$ cat config.mk
export PLATFORM = sky130hd
export DESIGN_NAME = smb_cfg_target
export DESIGN_NICKNAME = d
export VERILOG_FILES = /design/src/rtl/smbt_pkg.sv /design/src/rtl/smbt_sync.sv /design/src/rtl/smbt_regs.sv /design/src/rtl/smbt_link.sv /design/src/rtl/smb_cfg_target.sv
export SDC_FILE = /design/constraint.sdc
export NUM_CORES = 1
export LEC_CHECK = 0
export BUFFER_PORTS_ARGS = -buffer_cell sky130_fd_sc_hd__buf_2
export CORE_ASPECT_RATIO = 0.75
export CORE_MARGIN = 4
export CORE_UTILIZATION = 38
export DETAILED_ROUTE_END_ITERATION = 6
export PLACE_DENSITY = 0.64
export SYNTH_ARGS = -nofsm -noshare
export SYNTH_HDL_FRONTEND = slang
export SYNTH_SLANG_ARGS = --single-unit
$ cat constraint.sdc
create_clock -name clk -period 3.04 [get_ports clk]
set_input_delay 0.608 -clock clk [delete_from_list [all_inputs] [get_ports clk]]
set_output_delay 0.608 -clock clk [all_outputs]
set_load 0.02 [all_outputs]
$ cat src/rtl/smbt_pkg.sv
package smbt_pkg;
  typedef enum logic [2:0] {
    PH_IDLE, PH_RX, PH_RX_ACK, PH_TX, PH_TX_ACK, PH_IGNORE
  } phase_t;

  typedef enum logic [1:0] {
    ROLE_ADDR, ROLE_OFFS, ROLE_CNT, ROLE_DATA
  } role_t;

  localparam logic [6:0] DEV_ADDR = 7'h6A;
endpackage

$ cat src/rtl/smbt_sync.sv
module smbt_sync #(
  parameter int W      = 2,
  parameter int STAGES = 2
) (
  input  logic         clk,
  input  logic         rst_n,
  input  logic [W-1:0] d,
  output logic [W-1:0] q,
  output logic [W-1:0] q_prev
);
  logic [W-1:0] chain [0:STAGES];

  always_ff @(posedge clk or negedge rst_n) begin
    if (!rst_n) begin
      for (int i = 0; i <= STAGES; i++) chain[i] <= '1;
    end else begin
      chain[0] <= d;
      for (int i = 1; i <= STAGES; i++) chain[i] <= chain[i-1];
    end
  end

  assign q      = chain[STAGES-1];
  assign q_prev = chain[STAGES];
endmodule

$ cat src/rtl/smbt_regs.sv
module smbt_regs #(
  parameter int NUM_REGS = 4
) (
  input  logic                    clk,
  input  logic                    rst_n,
  input  logic                    wr_stb,
  input  logic [7:0]              wr_addr,
  input  logic [7:0]              wr_data,
  input  logic [7:0]              rd_addr,
  output logic [7:0]              rd_data,
  input  logic [2:0]              pin_sel,
  input  logic                    freq_strap,
  output logic [3:0]              spread_code,
  output logic                    spread_center,
  output logic                    spread_en,
  output logic                    freq_100,
  output logic                    sw_mode,
  output logic [NUM_REGS*8-1:0]   bank_flat
);
  localparam int         IW    = (NUM_REGS > 1) ? $clog2(NUM_REGS) : 1;
  localparam logic [7:0] NREG8 = 8'(NUM_REGS);
  localparam logic [7:0] RSVD_MASK = 8'hFB;

  logic [7:0] bank [NUM_REGS];
  logic [7:0] ctrl_view;

  always_ff @(posedge clk or negedge rst_n) begin
    if (!rst_n) begin
      bank[0] <= 8'h02;
      for (int i = 1; i < NUM_REGS; i++) bank[i] <= '0;
    end else if (wr_stb && (wr_addr < NREG8)) begin
      if (wr_addr == 8'h00) bank[0] <= wr_data & RSVD_MASK;
      else                  bank[wr_addr[IW-1:0]] <= wr_data;
    end
  end

  generate
    for (genvar g = 0; g < NUM_REGS; g++) begin : g_flat
      assign bank_flat[g*8 +: 8] = bank[g];
    end
  endgenerate

  assign sw_mode   = bank[0][0];
  assign ctrl_view = sw_mode ? bank[0]
                   : {1'b0, pin_sel[0], pin_sel[1], pin_sel[2], freq_strap, 3'b010};

  always_comb begin
    rd_data = 8'h00;
    if (rd_addr < NREG8)
      rd_data = (rd_addr == 8'h00) ? ctrl_view : bank[rd_addr[IW-1:0]];
  end

  always_comb begin
    if (sw_mode) begin
      spread_code = {bank[0][4], bank[0][5], bank[0][6], bank[0][7]};
      spread_en   = bank[0][1];
      freq_100    = bank[0][3];
    end else begin
      spread_code = {pin_sel, 1'b0};
      spread_en   = 1'b1;
      freq_100    = freq_strap;
    end
  end

  assign spread_center = spread_code[3];
endmodule

$ cat src/rtl/smbt_link.sv
module smbt_link
  import smbt_pkg::*;
#(
  parameter int NUM_REGS = 4
) (
  input  logic       clk,
  input  logic       rst_n,
  input  logic       scl_s,
  input  logic       scl_p,
  input  logic       sda_s,
  input  logic       sda_p,
  input  logic [7:0] rd_data,
  output logic [7:0] rd_addr,
  output logic       wr_stb,
  output logic [7:0] wr_addr,
  output logic [7:0] wr_data,
  output logic       sda_oe,
  output logic       start_det,
  output logic       stop_det,
  output phase_t     phase
);
  localparam logic [7:0] NREG8 = 8'(NUM_REGS);

  role_t      role;
  logic [3:0] bitcnt;
  logic [7:0] shreg;
  logic [7:0] ptr;
  logic       is_read;
  logic       pend_wr;
  logic       scl_rise, scl_fall;
  logic [7:0] cnt_val;

  assign scl_rise  = scl_s & ~scl_p;
  assign scl_fall  = ~scl_s & scl_p;
  assign start_det = scl_s & scl_p & sda_p & ~sda_s;
  assign stop_det  = scl_s & scl_p & ~sda_p & sda_s;
  assign cnt_val   = (ptr < NREG8) ? (NREG8 - ptr) : 8'h00;
  assign rd_addr   = ptr;

  always_ff @(posedge clk or negedge rst_n) begin
    if (!rst_n) begin
      phase <= PH_IDLE; role <= ROLE_ADDR; bitcnt <= '0; shreg <= '0;
      ptr <= '0; is_read <= 1'b0; pend_wr <= 1'b0; sda_oe <= 1'b0;
      wr_stb <= 1'b0; wr_addr <= '0; wr_data <= '0;
    end else begin
      wr_stb <= 1'b0;
      if (start_det) begin
        phase <= PH_RX; role <= ROLE_ADDR; bitcnt <= '0;
        sda_oe <= 1'b0; pend_wr <= 1'b0;
      end else if (stop_det) begin
        phase <= PH_IDLE; sda_oe <= 1'b0; pend_wr <= 1'b0;
      end else begin
        unique case (phase)
          PH_RX: begin
            if (scl_rise && bitcnt != 4'd8) begin
              shreg  <= {shreg[6:0], sda_s};
              bitcnt <= bitcnt + 4'd1;
            end else if (scl_fall && bitcnt == 4'd8) begin
              phase  <= PH_RX_ACK;
              sda_oe <= 1'b1;
              unique case (role)
                ROLE_ADDR: begin
                  if (shreg[7:1] == DEV_ADDR) begin
                    is_read <= shreg[0];
                    role    <= ROLE_OFFS;
                  end else begin
                    sda_oe <= 1'b0;
                    phase  <= PH_IGNORE;
                  end
                end
                ROLE_OFFS: begin ptr <= shreg; role <= ROLE_CNT; end
                ROLE_CNT:  role <= ROLE_DATA;
                ROLE_DATA: pend_wr <= 1'b1;
              endcase
            end
          end
          PH_RX_ACK: begin
            if (scl_fall) begin
              sda_oe <= 1'b0;
              bitcnt <= '0;
              if (pend_wr) begin
                wr_stb  <= 1'b1;
                wr_addr <= ptr;
                wr_data <= shreg;
                ptr     <= ptr + 8'd1;
                pend_wr <= 1'b0;
              end
              if (role == ROLE_OFFS && is_read) begin
                phase  <= PH_TX;
                shreg  <= cnt_val;
                sda_oe <= ~cnt_val[7];
              end else begin
                phase <= PH_RX;
              end
            end
          end
          PH_TX: begin
            if (scl_rise) begin
              bitcnt <= bitcnt + 4'd1;
            end else if (scl_fall) begin
              if (bitcnt == 4'd8) begin
                sda_oe <= 1'b0;
                phase  <= PH_TX_ACK;
              end else begin
                shreg  <= {shreg[6:0], 1'b0};
                sda_oe <= ~shreg[6];
              end
            end
          end
          PH_TX_ACK: begin
            if (scl_rise) begin
              if (sda_s) begin
                phase <= PH_IGNORE;
              end else begin
                shreg <= rd_data;
                ptr   <= ptr + 8'd1;
              end
            end else if (scl_fall) begin
              phase  <= PH_TX;
              bitcnt <= '0;
              sda_oe <= ~shreg[7];
            end
          end
          default: ;
        endcase
      end
    end
  end
endmodule

$ cat src/rtl/smb_cfg_target.sv
module smb_cfg_target
  import smbt_pkg::*;
#(
  parameter int NUM_REGS    = 4,
  parameter int SYNC_STAGES = 2
) (
  input  logic       clk,
  input  logic       rst_n,
  input  logic       scl_i,
  input  logic       sda_i,
  output logic       sda_oe,
  input  logic [2:0] pin_sel,
  input  logic       freq_strap,
  output logic [3:0] spread_code,
  output logic       spread_center,
  output logic       spread_en,
  output logic       freq_100
);
  logic [1:0] bus_now, bus_old;
  logic       scl_s, sda_s, scl_p, sda_p;
  logic       start_det, stop_det;
  phase_t     link_phase;
  logic       wr_stb, sw_mode;
  logic [7:0] wr_addr, wr_data, rd_addr, rd_data;
  logic [NUM_REGS*8-1:0] bank_flat;

  smbt_sync #(.W(2), .STAGES(SYNC_STAGES)) u_sync (
    .clk(clk), .rst_n(rst_n), .d({scl_i, sda_i}), .q(bus_now), .q_prev(bus_old)
  );

  assign {scl_s, sda_s} = bus_now;
  assign {scl_p, sda_p} = bus_old;

  smbt_link #(.NUM_REGS(NUM_REGS)) u_link (
    .clk(clk), .rst_n(rst_n), .scl_s(scl_s), .scl_p(scl_p), .sda_s(sda_s),
    .sda_p(sda_p), .rd_data(rd_data), .rd_addr(rd_addr), .wr_stb(wr_stb),
    .wr_addr(wr_addr), .wr_data(wr_data), .sda_oe(sda_oe),
    .start_det(start_det), .stop_det(stop_det), .phase(link_phase)
  );

  smbt_regs #(.NUM_REGS(NUM_REGS)) u_regs (
    .clk(clk), .rst_n(rst_n), .wr_stb(wr_stb), .wr_addr(wr_addr),
    .wr_data(wr_data), .rd_addr(rd_addr), .rd_data(rd_data),
    .pin_sel(pin_sel), .freq_strap(freq_strap), .spread_code(spread_code),
    .spread_center(spread_center), .spread_en(spread_en), .freq_100(freq_100),
    .sw_mode(sw_mode), .bank_flat(bank_flat)
  );
endmodule

# After elaboration in Yosys (flattened, before gate mapping)
# Index checks and enable logic that the tools add are counted.
# totals
regBits	83
out_inout_bits	8
word_cells	197
inputBits	8
# classes
eq_ne	39
n_reduce_logical	26
mux	86
addsub	3
n_bitwise	20
magnitude_cmp	5
# op_table
cell	n
$mux W8	23
$mux W3	13
$bwmux W32	1
$pmux W8 S4	1
$mux W4	7
$mux W1	26
$pmux W8 S3	1
$ne A4 B3 Y1 const B	5
$ne A4 B4 Y1 const B	5
$bmux W8 S2	1
$demux W8 S2	1
$logic_not A8 Y1	2
$lt A8 B3 Y1 const B	2
$ne A2 B1 Y1 const B	8
$pmux W4 S4	1
$reduce_and A5 Y1	3
$mux W2	7
$ne A2 B2 Y1 const B	6
$pmux W3 S4	1
$reduce_bool A4 Y1	3
$not A1 Y1	11
$reduce_and A11 Y1	1
$reduce_and A10 Y1	1
$ne A3 B2 Y1 const B	3
31 further kinds	46

# Longest topological paths before layout
# logic_depth
word_depth	9
depth_mapped	9
ltp_nobuf	7

# Hierarchy
# From an unflattened synthesis, not the netlist that was laid out.
# hier_totals
cells_unflattened	392
hier_area_um2	4518.1
# modules_own_cells
mod	seq_area_each_um2	n_inst	cells_each	area_each_um2
smbt_link	1126.1	1	280	2713.9
smbt_regs	802.0	1	102	1616.6
smbt_sync	157.7	1	10	187.7

# Worst setup path after synthesis
# Ideal clock, no wire load.
# synth_timing
path_kind	reg-to-reg
start	register u_link.ptr[0] (netlist: u_link.rd_addr[0])
end	register u_link.shreg[1]
t_arrival_ns	2.203
path_buffers	3
t_required_ns	2.915
synth_period_minus_slack_ns	2.328
setup_ns	0.125
slack_ns	0.712
stages_incl_launch_ff	9
path_cell_list	dfrtp_1 > buf_2 > buf_2 > inv_1 > ha_1 > clkbuf_1 > or3_1 > a311o_1 > mux2_2
# synth_between
elab_chain_len	9
word_cells_on_any_way	15
classes_between	add/sub: 1; order compare: 1; mux: 11; bitwise: 1; reduce/logical: 1
# synth_lines
element	line	rtl
from (decl)	smbt_link.sv:27	logic [7:0] ptr;
from (signal assigned)	smbt_link.sv:85	ptr <= ptr + 8'd1;
from (signal assigned)	smbt_link.sv:116	ptr <= ptr + 8'd1;
parallel branches: the longest is 8 deep, another holds $sub A3 B8 Y8	-	
$pmux W8 S4 (*)	smbt_link.sv:53	unique case (phase)
to (signal assigned)	smbt_link.sv:56	shreg <= {shreg[6:0], sda_s};
to (signal assigned)	smbt_link.sv:105	shreg <= {shreg[6:0], 1'b0};
to (signal assigned)	smbt_link.sv:115	shreg <= rd_data;
to (decl)	smbt_link.sv:26	logic [7:0] shreg;
# Every way passes the cells marked *. The select of a mux whose other input is x is not followed.
# A chain may end at the register's enable or synchronous reset.

# Worst setup path after layout
# layout_timing
start	register u_link.phase[1]
end	register u_link.shreg[7]
# layout_between
elab_chain_len	3
word_cells_on_any_way	15
classes_between	eq/ne: 12; mux: 1; reduce/logical: 2
# layout_lines
element	line	rtl
from (decl)	smbt_link.sv:20	output phase_t phase
from (signal assigned)	smbt_link.sv:42	phase <= PH_IDLE; role <= ROLE_ADDR; bitcnt <= '0; shreg <= '0;
from (signal assigned)	smbt_link.sv:48	phase <= PH_RX; role <= ROLE_ADDR; bitcnt <= '0;
from (signal assigned)	smbt_link.sv:51	phase <= PH_IDLE; sda_oe <= 1'b0; pend_wr <= 1'b0;
$eq A3 B2 Y1 (tied with other cells)	smbt_link.sv:53	
$ne A2 B2 Y1 (no source line) (tied with other cells)	-	
$reduce_and A11 Y1 (no source line)	-	
to (signal assigned)	smbt_link.sv:56	
to (signal assigned)	smbt_link.sv:90	shreg <= cnt_val;
to (signal assigned)	smbt_link.sv:105	
# Several ways; a longest one is shown, not always the timed one.

==> impl_metrics.env <==
export IMPL_postCtsHoldBufs=0
export IMPL_htreeDepth=3
export IMPL_grt_setup_unrepaired="false"
export IMPL_antenna_found_initial=0
export IMPL_grt_pass1_wl_um=16800
export IMPL_ir_worst_vdd_mv=0.299
export IMPL_slowest_delay_ps=580
export IMPL_worst_slack_ps=593
export IMPL_critPathKind="reg -> reg"
export IMPL_post_cts_buffers=0
export IMPL_pwr_share_clk=0.285
export IMPL_cp_top_family="simple AND/OR/NAND/NOR gates"
export IMPL_vias_per_cell=5.75
export IMPL_switchingPower_uw=1330
export IMPL_synthesis_nets=389
export IMPL_grt_usage=0.160
export IMPL_path_clk_slew_ps=60
export IMPL_drtPass1Iterations=4
export IMPL_switching_share=0.361
export IMPL_yosysWarnings=0
export IMPL_combPwrFrac=0.310
export IMPL_clk_path_buf_depth=2
export IMPL_cap_violations=0
export IMPL_nets=404
export IMPL_hold_path_class="reg -> reg"
export IMPL_vias=3058
export IMPL_grt_max_degree=84
export IMPL_slew_viol_final=0
export IMPL_hpwl_um=6890
export IMPL_root_buffer="clkbuf_16"
export IMPL_final_fill_count=1011
export IMPL_cts_tree="built"
export IMPL_min_period_ps=2450
export IMPL_hold_violations=0
export IMPL_synthCells=372
export IMPL_clk_latency_ps=340
export IMPL_grt_remaining_overflow=0
export IMPL_power_density_nw_per_um2=760
export IMPL_ys_types=56
export IMPL_diodes=0
export IMPL_die_area_um2=13200
export IMPL_internal_power_uw=2350
export IMPL_pwr_share_seq=0.405
export IMPL_setup_violations_final=0
export IMPL_clock_sinks=83
export IMPL_drtIter0Drc=410
export IMPL_synth_edf_count=0
export IMPL_cts_buffers=9
export IMPL_cp_end_kind="flop"
export IMPL_syn_area_um2=4330
export IMPL_ant_nets=0
export IMPL_wl_per_cell_um=18.5
export IMPL_postSynthAreaPerCell_um2=11.6
export IMPL_slew_limit_headroom=0.300
export IMPL_fin_skew_ps=5.25
export IMPL_place_gp_congestion=0.872
export IMPL_final_period_utilization=0.805
export IMPL_numPortBuffers=15
export IMPL_cp_max_fo=14
export IMPL_row_count=33
export IMPL_regArea_um2=2090
export IMPL_async_flop_share=1.00
export IMPL_power_leakage_uw=0.00219
export IMPL_grt_pass1_vias=3148
export IMPL_cp_start_kind="flop"
export IMPL_syn2layout_area_growth_pct=11.7
export IMPL_critical_path_slowest_cell="dfrtp_1"
export IMPL_drive_above_1_share=0.283
export IMPL_pre_cts_ws_ps=631
export IMPL_most_common_layout_cells="76 x dfrtp_1, 57 x mux2_2, 18 x nor2_1"
export IMPL_synth_ff_type="dfrtp_1"
export IMPL_dieHeight_um=100
export IMPL_ys_seq_elements=83
export IMPL_worst_path_buf_inv=0
export IMPL_crit_chain="nor2b_1, a31oi_1, or2_2, a21oi_2, mux2_2"
export IMPL_ctsResizeCount=0
export IMPL_critPathArrivalTime_ps=2670
export IMPL_yosysSeqAreaShare=0.482
export IMPL_wirelength_um=9860
export IMPL_core_area_um2=11000
export IMPL_drcViolationCount=0
export IMPL_final_common_cell="dfrtp_1"
export IMPL_tightest_slew_ps=1050
export IMPL_initial_core_util=0.392
export IMPL_multi_input_area_um2=2130
export IMPL_fmax_mhz=409
export IMPL_io_pins=16
export IMPL_outcome="finished clean"
export IMPL_critPathRequiredTime_ps=3260
export IMPL_setup_tns_ps=0
export IMPL_die_w_um=131
-- stage by stage --
stage	instances	area [um2]	hold slack (ps)	total power, uW	utilization
5_1_grt	532	4830	351	3890	0.439
3_3_place_gp	516	4540	348	2600	0.412
4_1_cts	532	4830	355	3690	0.439
3_5_place_dp	516	4540	347	2630	0.412
6_report	532	4830	356	3670	0.439
2_1_floorplan	372	4330	312	2280	-
-- cell families (layout without fill, tap and decap cells) --
logic type               Yosys count  after routing  synth area share
flip-flops                        83             83             0.482
buffers and inverters             27             47            0.0266
AND/OR/NAND/NOR                   94             94             0.126
adder cells (fa/ha/maj)            9              9            0.0260
multiplexers                      76             76             0.210
AO/OA/AOI/OAI                     83             83             0.129
-- per-layer routing --
layer	global-route usage	part of all wire	up-vias
met2	0.250	0.46	64
met3	0.0341	0.041	6
li1	-	-	1419
met4	0.0484	0.0075	0
met5	0	0	-
met1	0.227	0.50	1569
-- final timing paths --
kind | from | depth (start not counted) | endpoint | slack [ps]
hold / removal | u_sync.chain[4] | 0 | u_sync.q[0] | 360
min in group asynchronous | rst_n | 1 | u_link.wr_addr[6] | 430
max in group asynchronous | rst_n | 1 | u_link.sda_oe | 1900
setup / recovery | u_link.phase[1] | 5 | u_link.shreg[7] | 590
setup reg to reg | u_link.phase[1] | 5 | u_link.shreg[7] | 590
hold reg to reg | u_sync.chain[4] | 0 | u_sync.q[0] | 360
-- flip-flops by register name, summed over array words and instances (netlist names), 3 cells and up --
name / count
u_link.phase: 3
u_regs.bank_flat: 32
u_link.wr_addr: 8
u_link.rd_addr: 8
u_link.bitcnt: 4
u_link.wr_data: 8
u_link.shreg: 8
-- power groups by stage --
stage	combinational (uW)	sequential (uW)	clock [uW]
after floorplan	895	1390	0
after global placement	1110	1490	0
after detailed placement	1130	1500	0
after CTS	1130	1480	1070
after global routing	1250	1520	1130
final	1140	1490	1050
-- cell usage after synthesis (all sizes together), types with 2 or more instances --
library cell,count,share of area
nor2,18,0.016
nor4bb,2,0.0046
a221o,2,0.0046
nor3,6,0.0069
nor4,2,0.0064
nand3b,6,0.010
o22ai,7,0.010
mux2i,13,0.030
and3,2,0.0029
nand2,17,0.015
a211oi,7,0.012
mux4,6,0.031
a31oi,4,0.0058
o21a,2,0.0035
ha,9,0.026
a32oi,2,0.0040
inv,11,0.0095
nand2b,8,0.012
dfstp,7,0.043
a21o,3,0.0052
nand3,7,0.0081
clkbuf,6,0.0052
o31ai,3,0.0052
or3,2,0.0029
o21ai,17,0.020
nand4b,2,0.0040
a2bb2oi,5,0.010
dfrtp,76,0.44
nor3b,4,0.011
mux2,57,0.15
a311o,2,0.0046
buf,10,0.012
nor2b,9,0.013
a21oi,18,0.023
nand4,5,0.0072
-- cell type report --
cell class,instances,area share
tap,140,0.0362
sequential,83,0.431
clock buffer,13,0.0559
timing repair buffer,20,0.0238
clock inverter,3,0.00440
inverter,11,0.00854
multi-input combinational,262,0.440
Note: power is estimated with default switching activity, not from simulation.
